File: src/rtl/oagu_pkg.sv
package oagu_pkg;
    typedef enum logic [2:0] {
        ST_IDLE,
        ST_IDX_REQ,
        ST_IDX_WAIT,
        ST_PTR_REQ,
        ST_PTR_WAIT,
        ST_FINISH
    } oagu_state_e;

    typedef enum logic [2:0] {
        AM_REG         = 3'd0,
        AM_REG_DEF     = 3'd1,
        AM_POSTINC     = 3'd2,
        AM_POSTINC_DEF = 3'd3,
        AM_PREDEC      = 3'd4,
        AM_PREDEC_DEF  = 3'd5,
        AM_INDEX       = 3'd6,
        AM_INDEX_DEF   = 3'd7
    } oagu_mode_e;
endpackage

File: src/rtl/oagu_step_calc.sv
module oagu_step_calc
    import oagu_pkg::*;
#(
    parameter int DW     = 16,
    parameter int RB     = 3,
    parameter int SP_IDX = 6,
    parameter int PC_IDX = 7
) (
    input  oagu_mode_e      mode,
    input  logic [RB-1:0]   sel,
    input  logic            is_byte,
    input  logic [DW-1:0]   base,
    output logic [DW-1:0]   access_addr,
    output logic [DW-1:0]   new_val,
    output logic            updates
);
    localparam logic [DW-1:0] STEP_ONE = DW'(1);
    localparam logic [DW-1:0] STEP_TWO = DW'(2);

    logic            deferred;
    logic            wide_step;
    logic [DW-1:0]   step;

    always_comb begin
        deferred  = (mode == AM_POSTINC_DEF) || (mode == AM_PREDEC_DEF);
        wide_step = deferred || !is_byte
                    || (sel == RB'(SP_IDX)) || (sel == RB'(PC_IDX));
        step      = wide_step ? STEP_TWO : STEP_ONE;
        unique case (mode)
            AM_POSTINC, AM_POSTINC_DEF: begin
                access_addr = base;
                new_val     = base + step;
                updates     = 1'b1;
            end
            AM_PREDEC, AM_PREDEC_DEF: begin
                access_addr = base - step;
                new_val     = base - step;
                updates     = 1'b1;
            end
            default: begin
                access_addr = base;
                new_val     = base;
                updates     = 1'b0;
            end
        endcase
    end
endmodule

File: src/rtl/oagu_index_sum.sv
module oagu_index_sum #(
    parameter int DW     = 16,
    parameter int RB     = 3,
    parameter int PC_IDX = 7
) (
    input  logic [DW-1:0] index_word,
    input  logic [DW-1:0] base,
    input  logic [DW-1:0] pc_fetch,
    input  logic [RB-1:0] sel,
    output logic [DW-1:0] sum,
    output logic [DW-1:0] pc_next
);
    localparam logic [DW-1:0] PC_STEP = DW'(2);

    always_comb begin
        pc_next = pc_fetch + PC_STEP;
        sum     = index_word + ((sel == RB'(PC_IDX)) ? pc_next : base);
    end
endmodule

File: src/rtl/oagu_operand_addr.sv
module oagu_operand_addr
    import oagu_pkg::*;
#(
    parameter int DW     = 16,
    parameter int RB     = 3,
    parameter int SP_IDX = 6,
    parameter int PC_IDX = 7
) (
    input  logic          clk,
    input  logic          rst_n,
    input  logic          start,
    input  logic [2:0]    spec_mode,
    input  logic [RB-1:0] spec_reg,
    input  logic          is_byte,
    output logic [RB-1:0] rf_rd_sel,
    input  logic [DW-1:0] rf_rd_data,
    output logic          rf_we,
    output logic [RB-1:0] rf_wr_sel,
    output logic [DW-1:0] rf_wr_data,
    output logic          mem_req_valid,
    input  logic          mem_req_ready,
    output logic [DW-1:0] mem_req_addr,
    input  logic          mem_rsp_valid,
    input  logic [DW-1:0] mem_rsp_data,
    output logic [DW-1:0] ea,
    output logic          ea_is_reg,
    output logic          done,
    output logic          odd_fault
);
    oagu_state_e   state_q, state_n;
    oagu_mode_e    mode_q, mode_in;
    logic [RB-1:0] reg_q;
    logic          byte_q;
    logic          is_reg_q;
    logic          fault_q;
    logic [DW-1:0] addr_q;
    logic [DW-1:0] base_q;
    logic [DW-1:0] pc_q;
    logic          wb_en_q;
    logic [RB-1:0] wb_sel_q;
    logic [DW-1:0] wb_data_q;
    logic          final_bad;

    logic [DW-1:0] sc_addr, sc_new;
    logic          sc_upd;
    logic [DW-1:0] ix_sum, ix_pc_next;

    assign mode_in = oagu_mode_e'(spec_mode);

    oagu_step_calc #(.DW(DW), .RB(RB), .SP_IDX(SP_IDX), .PC_IDX(PC_IDX)) u_step (
        .mode        (mode_in),
        .sel         (spec_reg),
        .is_byte     (is_byte),
        .base        (rf_rd_data),
        .access_addr (sc_addr),
        .new_val     (sc_new),
        .updates     (sc_upd)
    );

    oagu_index_sum #(.DW(DW), .RB(RB), .PC_IDX(PC_IDX)) u_idx (
        .index_word (mem_rsp_data),
        .base       (base_q),
        .pc_fetch   (pc_q),
        .sel        (reg_q),
        .sum        (ix_sum),
        .pc_next    (ix_pc_next)
    );

    // state register
    always_ff @(posedge clk or negedge rst_n) begin
        if (!rst_n) state_q <= ST_IDLE;
        else        state_q <= state_n;
    end

    // next state
    always_comb begin
        state_n = state_q;
        unique case (state_q)
            ST_IDLE: begin
                if (start) begin
                    unique case (mode_in)
                        AM_POSTINC_DEF, AM_PREDEC_DEF: state_n = ST_PTR_REQ;
                        AM_INDEX, AM_INDEX_DEF:        state_n = ST_IDX_REQ;
                        default:                       state_n = ST_FINISH;
                    endcase
                end
            end
            ST_IDX_REQ: begin
                if (rf_rd_data[0])      state_n = ST_FINISH;
                else if (mem_req_ready) state_n = ST_IDX_WAIT;
            end
            ST_IDX_WAIT: begin
                if (mem_rsp_valid)
                    state_n = (mode_q == AM_INDEX_DEF) ? ST_PTR_REQ : ST_FINISH;
            end
            ST_PTR_REQ: begin
                if (addr_q[0])          state_n = ST_FINISH;
                else if (mem_req_ready) state_n = ST_PTR_WAIT;
            end
            ST_PTR_WAIT: begin
                if (mem_rsp_valid) state_n = ST_FINISH;
            end
            ST_FINISH: state_n = ST_IDLE;
            default:   state_n = ST_IDLE;
        endcase
    end

    // datapath registers
    always_ff @(posedge clk or negedge rst_n) begin
        if (!rst_n) begin
            mode_q    <= AM_REG;
            reg_q     <= '0;
            byte_q    <= 1'b0;
            is_reg_q  <= 1'b0;
            fault_q   <= 1'b0;
            addr_q    <= '0;
            base_q    <= '0;
            pc_q      <= '0;
            wb_en_q   <= 1'b0;
            wb_sel_q  <= '0;
            wb_data_q <= '0;
        end else begin
            unique case (state_q)
                ST_IDLE: begin
                    if (start) begin
                        mode_q    <= mode_in;
                        reg_q     <= spec_reg;
                        byte_q    <= is_byte;
                        fault_q   <= 1'b0;
                        base_q    <= rf_rd_data;
                        is_reg_q  <= (mode_in == AM_REG);
                        addr_q    <= (mode_in == AM_REG) ? DW'(spec_reg) : sc_addr;
                        wb_en_q   <= sc_upd;
                        wb_sel_q  <= spec_reg;
                        wb_data_q <= sc_new;
                    end
                end
                ST_IDX_REQ: begin
                    pc_q <= rf_rd_data;
                    if (rf_rd_data[0]) fault_q <= 1'b1;
                end
                ST_IDX_WAIT: begin
                    if (mem_rsp_valid) begin
                        addr_q    <= ix_sum;
                        wb_en_q   <= 1'b1;
                        wb_sel_q  <= RB'(PC_IDX);
                        wb_data_q <= ix_pc_next;
                    end
                end
                ST_PTR_REQ: begin
                    if (addr_q[0]) fault_q <= 1'b1;
                end
                ST_PTR_WAIT: begin
                    if (mem_rsp_valid) addr_q <= mem_rsp_data;
                end
                ST_FINISH: fault_q <= 1'b0;
                default: ;
            endcase
        end
    end

    assign final_bad = fault_q || (!byte_q && !is_reg_q && addr_q[0]);

    // outputs
    always_comb begin
        rf_rd_sel     = reg_q;
        mem_req_valid = 1'b0;
        mem_req_addr  = addr_q;
        done          = 1'b0;
        odd_fault     = 1'b0;
        rf_we         = 1'b0;
        unique case (state_q)
            ST_IDLE:    rf_rd_sel = spec_reg;
            ST_IDX_REQ: begin
                rf_rd_sel     = RB'(PC_IDX);
                mem_req_addr  = rf_rd_data;
                mem_req_valid = !rf_rd_data[0];
            end
            ST_PTR_REQ: mem_req_valid = !addr_q[0];
            ST_FINISH: begin
                done      = !final_bad;
                odd_fault = final_bad;
                rf_we     = wb_en_q && !final_bad;
            end
            default: ;
        endcase
    end

    assign rf_wr_sel  = wb_sel_q;
    assign rf_wr_data = wb_data_q;
    assign ea         = addr_q;
    assign ea_is_reg  = is_reg_q;

    // assertions
    assert_done_pulse_R9: assert property (@(posedge clk) disable iff (!rst_n)
        done |=> !done);
    assert_we_in_done_R9: assert property (@(posedge clk) disable iff (!rst_n)
        rf_we |-> done);
    assert_fault_excl_R8: assert property (@(posedge clk) disable iff (!rst_n)
        !(done && odd_fault));
    assert_word_even_R8: assert property (@(posedge clk) disable iff (!rst_n)
        (done && !ea_is_reg && !byte_q) |-> !ea[0]);
    assert_no_odd_req_R8: assert property (@(posedge clk) disable iff (!rst_n)
        mem_req_valid |-> !mem_req_addr[0]);
    assert_req_hold_R10: assert property (@(posedge clk) disable iff (!rst_n)
        (mem_req_valid && !mem_req_ready) |=> (mem_req_valid && $stable(mem_req_addr)));
    assert_reg_no_wb_R1: assert property (@(posedge clk) disable iff (!rst_n)
        (done && ea_is_reg) |-> !rf_we);
endmodule

File: config.mk
export PLATFORM = sky130hd
export DESIGN_NAME = oagu_operand_addr
export DESIGN_NICKNAME = d
export VERILOG_FILES = /design/src/rtl/oagu_pkg.sv /design/src/rtl/oagu_step_calc.sv /design/src/rtl/oagu_index_sum.sv /design/src/rtl/oagu_operand_addr.sv
export SDC_FILE = /design/constraint.sdc
export NUM_CORES = 1
export LEC_CHECK = 0
export BUFFER_PORTS_ARGS = -buffer_cell sky130_fd_sc_hd__buf_4
export CAP_MARGIN = 5
export CORE_ASPECT_RATIO = 0.5
export CORE_MARGIN = 4
export CORE_UTILIZATION = 35
export CTS_CLUSTER_DIAMETER = 100
export CTS_CLUSTER_SIZE = 25
export DETAILED_ROUTE_END_ITERATION = 16
export GPL_TIMING_DRIVEN = 0
export PLACE_DENSITY_LB_ADDON = 0.12
export SYNTH_ARGS = -nofsm -noshare
export SYNTH_HDL_FRONTEND = slang
export SYNTH_HIERARCHICAL = 1
export SYNTH_SLANG_ARGS = --single-unit
File: constraint.sdc
create_clock -name clk -period 3.9 [get_ports clk]
set_input_delay 0.39 -clock clk [delete_from_list [all_inputs] [get_ports clk]]
set_output_delay 0.39 -clock clk [all_outputs]
set_load 0.02 [all_outputs]
# After elaboration in Yosys (flattened, before gate mapping)
# Index checks and enable logic that the tools add are counted.
# totals
wordCells,106
input_bits,44
output_inout_bits,59
reg_bits,80
# op_classes
eq_ne,22
n_addsub,4
n_mux,39
reduce_logical,29
# ops
cell,n
2-to-1 mux 16 bit,9
one-hot mux 16 bit (2 select lines),2
one-hot mux 16 bit (3 select lines),1
adder 16 bit,2
"equality test 3 bit, second input constant",10
2-to-1 mux 3 bit,10
one-hot mux 3 bit (2 select lines),3
"adder 16 x 2 -> 16 bit, second input constant",1
subtractor 16 bit,1
one-hot mux 3 bit (5 select lines),1
"equality test 3 x 2 -> 1 bit, second input constant",4
"inequality test 2 bit, second input constant",5
2-to-1 mux 1 bit,9
AND reduction 4 bit,2
OR reduction 2 bit,4
zero test 1 bit,6
zero test 3 bit,2
"inequality test 3 bit, second input constant",2
logical OR 1 bit,5
AND reduction 5 bit,1
one-hot mux 1 bit (2 select lines),2
one-hot mux 1 bit (4 select lines),1
nonzero test 4 bit,1
OR reduction 4 bit,1
other kinds (7),9

# Longest topological paths before layout
# logic_depth
ltp_word,11
ltp_mapped,14
ltp_nobuf,14

# Hierarchy
# The synthesis kept the hierarchy.
# by_module_without_submodules
mod,instances,area_each_um2,cells_each,seq_area_each_um2
oagu_operand_addr,1,3866.2,412,2001.9
oagu_index_sum,1,1199.9,151,0.0
oagu_step_calc,1,829.5,124,0.0

# Worst setup path after synthesis
# OpenSTA, ideal clock, no wires.
# synth_timing
path_kind,flip-flop to flip-flop
start,register reg_q[1]
end,"register addr_q[12], in the netlist ea[12]"
n_path_buf,1
period_less_slack_ps,3151
path_stages_with_launch,13
setup_ps,136
required_time_ps,3764
slack_ps,749
arrival_ps,3015
cell_sequence,dfrtp_1 > nand3_1 > clkbuf_1 > mux2_2 > ha_1 > nor2b_1 > o31a_1 > nor2_1 > o311ai_2 > o31ai_1 > xnor2_1 > a222oi_1 > mux2i_1
# synth_between
elab_chain_len,5
# synth_rtl
element,line_no,text
"start, declared",oagu_operand_addr.sv:32,logic [RB-1:0] reg_q;
"start signal, assigned",oagu_operand_addr.sv:127,reg_q <= spec_reg;
equality test 3 bit,oagu_index_sum.sv:17,sum = index_word + ((sel == RB'(PC_IDX)) ? pc_next : base);
2-to-1 mux 16 bit,oagu_index_sum.sv:17,
adder 16 bit,oagu_index_sum.sv:17,
net ix_sum[12],oagu_operand_addr.sv:46,"logic [DW-1:0] ix_sum, ix_pc_next;"
2-to-1 mux 16 bit,oagu_operand_addr.sv:143,if (mem_rsp_valid) begin
one-hot mux 16 bit (3 select lines),oagu_operand_addr.sv:123,unique case (state_q)
"end signal, assigned",oagu_operand_addr.sv:132,addr_q <= (mode_in == AM_REG) ? DW'(spec_reg) : sc_addr;
"end signal, assigned",oagu_operand_addr.sv:144,addr_q <= ix_sum;
"end signal, assigned",oagu_operand_addr.sv:154,if (mem_rsp_valid) addr_q <= mem_rsp_data;
"end, declared",oagu_operand_addr.sv:36,logic [DW-1:0] addr_q;
# The timed path passes the listed nets, and every way through them passes these cells. The select of a mux whose other input is x is not followed.
# A chain may end at the register's enable or synchronous reset.

# Worst setup path after layout
# layout_timing
start,register reg_q[2]
end,"register addr_q[14], in the netlist ea[14]"
# Same word-level chain as after synthesis.

==> metrics.sh <==
GRT_SETUP_UNREPAIRED='no'
NUMPORTBUFFERS=102
FIRST_PASS_ITERS=6
TIMING.MAX_CAP.VIOLATIONS=0
YOSYS_REGISTER_BITS=80
ASYNC_FLOP_SHARE_PCT=100
WORST_PATH_DOMINANT_CELL_FAMILY='compound AO/OA/AOI/OAI gates'
CLKSLEWWORSTSETUPHOLDPATHS_NS=0.06
P_COMB_SHARE_PCT=60.1
PATH_CELLS='nand3_4 -> clkbuf_4 -> mux2_2 -> ha_1 -> nor2b_1 -> o31a_1 -> nor2_1 -> o311ai_2 -> a221oi_2 -> xnor2_1 -> a222oi_1 -> mux2i_1'
CTS_SETUP_BUFFERS=0
SYN_AREA_PER_CELL_UM2=8.58
START_KIND='flop'
CLOCK_PATH_BUFFERS=2
POWER_SWITCHING_mW=2.80
CP_NUM_BUF_INV=1
TIMING.CRITICAL_PATH.SLOWEST_STAGE_CELL='sky130_fd_sc_hd__dfrtp_1'
FMAX_GHz=0.274
SETUP.WORST_PATH.END_CLASS='flop'
MULTI_INPUT_AREA_UM2=3620
FP-ROW-COUNT=33
CTS_HTREE_LEVELS=3
ANTENNA_FOUND_INITIAL=0
DIEWIDTH_UM=192
HOLD_BUFFERS=0
NUMBER_OF_PLACED_I_O_PINS=103
ARRIVAL_NS=3.86
GRTUSAGEMET1_PCT=32.6
FINAL-SETUP-VIOL-COUNT=0
NETLIST-CELL-TYPE-COUNT=68
PEAK_SUPPLY_DROP_mV=0.311
GRT_FIRST_PASS_WIRELENGTH_UM=31000
FRACTION_OF_LAYOUT_CELLS_WITH_A_SIZE_SUFFIX_ABOVE_1_PCT=23.2
ROUTED_WIRELENGTH_UM=19800
PLACE_CONGESTION=0.888
YS.WARNINGS.COUNT=6
DETAILEDPLACEMENTHPWL_UM=14900
TIGHTEST_SLEW_NS=1.08
SETUP_TNS_NS=0
GRT_MOST_USED_LAYER='met1'
TIMING.CRITICAL_PATH.FANOUT_MAX=10
DRC_ERRORS=0
CLOCK_NETWORK_POWER_SHARE_PCT=13.7
NFILLCELLS=1682
MAPPEDNETLISTNETS=758
NNETSFINAL=871
GRT_OVERFLOW_TOTAL=0
CTS.ROOT.BUFFER_CELL='sky130_fd_sc_hd__clkbuf_16'
RUN_STATUS='completed'
TRITONCTS='done'
DOMINANTREGCELLSYNTH='sky130_fd_sc_hd__dfrtp_1'
MAIN_AREA_CONTRIBUTORS_AFTER_SYNTHESIS='sky130_fd_sc_hd__dfrtp_1 (34%), sky130_fd_sc_hd__nand2_1 (11%), sky130_fd_sc_hd__mux2i_1 (5.6%), sky130_fd_sc_hd__xnor2_1 (5.2%), sky130_fd_sc_hd__ha_1 (5.1%)'
ANT_NETS=0
CORE_REGION_AREA_UM2=16400
TIMING_WORST_SETUP_PATH_TYPE='reg -> reg'
POWER.STATIC_LEAKAGE_nW=3.44
POST_SYNTH_INST_COUNT=687
SYNTH_TOP_AREA_CELL='sky130_fd_sc_hd__dfrtp_1'
POWERDENSITY_nW_PER_UM2=821
VIAS_IN_THE_FIRST_GLOBAL_ROUTE=5296
FINALHOLDVIOLATIONS=0
CTS.SINK_COUNT=80
TRITONCTS.NUM_BUFFERS=9
SYNTH_SEQUENTIAL_AREA_RATIO_PCT=34.0
CRITICAL_PATH_REQUIRED_NS=4.10
ROUTEDWLPERCELL_UM=19.2
NUMBER_OF_ENABLE_TYPE_REGISTER_CELLS_IN_THE_SYNTHESIZED_NETLIST=0
GLOBALROUTETOTALUTIL_PCT=21.0
LAYOUT_WORST_PATH_CYCLE_SHARE_PCT=93.7
TOTALPOWERFINAL_mW=5.96
SYNTH.CELL_AREA_UM2=5900
SYNTH_TOP_CELLS_BY_COUNT='sky130_fd_sc_hd__nand2_1 (178), sky130_fd_sc_hd__dfrtp_1 (80), sky130_fd_sc_hd__xnor2_1 (35)'
SYNTH_TOP_AREA_SHARE_PCT=34.0
SYN_TO_FINAL_GROWTH_PCT=23.1
SYNTH.MOST_COMMON_CELL='sky130_fd_sc_hd__nand2_1'
SEQPWRFRAC_PCT=26.1
DESIGN_INTERNAL_POWER_mW=3.16
GRT_MAX_DEGREE=81
DETAILROUTE.VIA_COUNT=5430
REPORT.FINAL.SLEW_VIOL_COUNT=0
CRITICAL-PATH-MAX-STAGE-DELAY_NS=0.43
INITIAL_UTILIZATION_PCT=35.9
ANTENNA-DIODE-COUNT=0
DIE_H_UM=99.8
AREA.SEQUENTIAL_UM2=2000
MIN_PATH_TYPE='in -> async'
SW_FRAC_OF_TOTAL_PCT=47.0
GRT.MET2_USAGE_PCT=30.9
AVGVIACOUNTPERCELL=5.26
MET3_TRACK_DEMAND_OVER_RESOURCE_PCT=3.47
SLEW_HEADROOM_PCT=28.2
DIEAREA_UM2=19100
TIMING.FINAL.CRIT_PERIOD_NS=3.65
WORST_CLOCK_SKEW_NS=0.00955
SOURCE_TO_SINK_CLOCK_DELAY_AT_THE_LATER_PIN_OF_THE_WORST_SKEW_PAIR_NS=0.34
DETAILEDROUTE.FIRSTITERATIONVIOLATIONS=400
## power groups by stage
stage                     clock network (mW)  registers, mW  logic (mW)
final                                  0.818           1.56        3.58
after CTS                              0.836           1.55        3.58
after floorplan                            0           1.70        2.11
after global routing                   0.871           1.61        3.93
after detailed placement                   0           1.56        3.56
after global placement                     0           1.55        3.53
## metal layers
| layer | vias to the layer above | part of all wire, % |
|---|---|---|
| met2 | 176 | 42 |
| met1 | 2624 | 50 |
| met4 | 0 | 1.0 |
| met3 | 16 | 6.3 |
| met5 | - | 0 |
| li1 | 2614 | - |
## cells by family (layout without fill, tap and decap cells)
family | count (synthesis) | after routing | synth area share (%)
XOR/XNOR | 56 | 56 | 8.70
multiplexers | 50 | 50 | 8.85
buffers and inverters | 65 | 183 | 5.09
AND/OR/NAND/NOR | 279 | 279 | 22.3
adder cells (fa/ha/maj) | 27 | 27 | 6.11
flip-flops | 80 | 80 | 34.0
AO/OA/AOI/OAI | 130 | 130 | 14.9
## final timing paths
kind / startpoint / end / slack [ns] / cells past startpoint
worst max-delay path: reg_q[2] / ea[14] / 0.25 / 12
worst min-delay path: rst_n / rf_wr_data[1] / 0.25 / 1
worst max register to register: reg_q[2] / ea[14] / 0.25 / 12
worst min register to register: base_q[10] / base_q[10] / 0.47 / 2
max in group asynchronous: rst_n / ea[13] / 2.96 / 1
min in group clk: rf_rd_data[5] / base_q[5] / 0.26 / 3
## cells in the final DEF (no fill, tap or decap), types with 4 or more instances in the layout
cell type	netlist	final
sky130_fd_sc_hd__clkbuf_1	15	14
sky130_fd_sc_hd__nand2b_1	4	4
sky130_fd_sc_hd__o21ai_0	34	34
sky130_fd_sc_hd__ha_1	24	24
sky130_fd_sc_hd__nor2_1	28	28
sky130_fd_sc_hd__nand4_1	5	5
sky130_fd_sc_hd__nor3_1	9	9
sky130_fd_sc_hd__a222oi_1	13	13
sky130_fd_sc_hd__nand2_1	178	178
sky130_fd_sc_hd__nor2b_1	6	6
sky130_fd_sc_hd__a21o_1	4	4
sky130_fd_sc_hd__clkbuf_16	0	9
sky130_fd_sc_hd__o22a_1	4	4
sky130_fd_sc_hd__buf_2	12	12
sky130_fd_sc_hd__o31ai_1	6	5
sky130_fd_sc_hd__mux2i_1	33	33
sky130_fd_sc_hd__xor2_1	19	19
sky130_fd_sc_hd__buf_4	7	109
sky130_fd_sc_hd__mux2_2	17	17
sky130_fd_sc_hd__xnor2_1	35	35
sky130_fd_sc_hd__a21oi_1	22	22
sky130_fd_sc_hd__nand3_1	14	13
sky130_fd_sc_hd__dfrtp_1	80	80
sky130_fd_sc_hd__o21ai_1	18	18
sky130_fd_sc_hd__inv_1	29	29
sky130_fd_sc_hd__a31oi_1	4	4
## final cells by class
type / count / share of cell area (%)
plain buffers: 36 / 2.69
clock buffers: 11 / 3.48
clock inverters: 5 / 0.431
inverters: 29 / 1.50
multi-input cells: 542 / 49.8
flip-flops and latches: 80 / 27.6
well taps: 227 / 3.91
repair buffers: 102 / 10.6
## repair_timing
item | 4_1_cts | 5_1_grt
endpoints found under the hold margin | 0 | 0
resized for setup | 2 | 5
endpoints found under the setup margin | 6 | 4
## through the flow
step | instances | area, um^2 | hold WS, ns | util [%] | worst slack [ns]
after global routing | 1032 | 7260 | 0.263 | 44.2 | 0.0925
final | 1032 | 7260 | 0.249 | 44.2 | 0.246
after detailed placement | 1016 | 6950 | 0.461 | 42.3 | -0.355
after global placement | 1016 | 6950 | 0.452 | 42.3 | -0.349
after CTS | 1032 | 7240 | 0.249 | 44.0 | 0.140
after floorplan | 687 | 5900 | 0.0944 | - | 0.749
(Power assumes the default switching activity.)
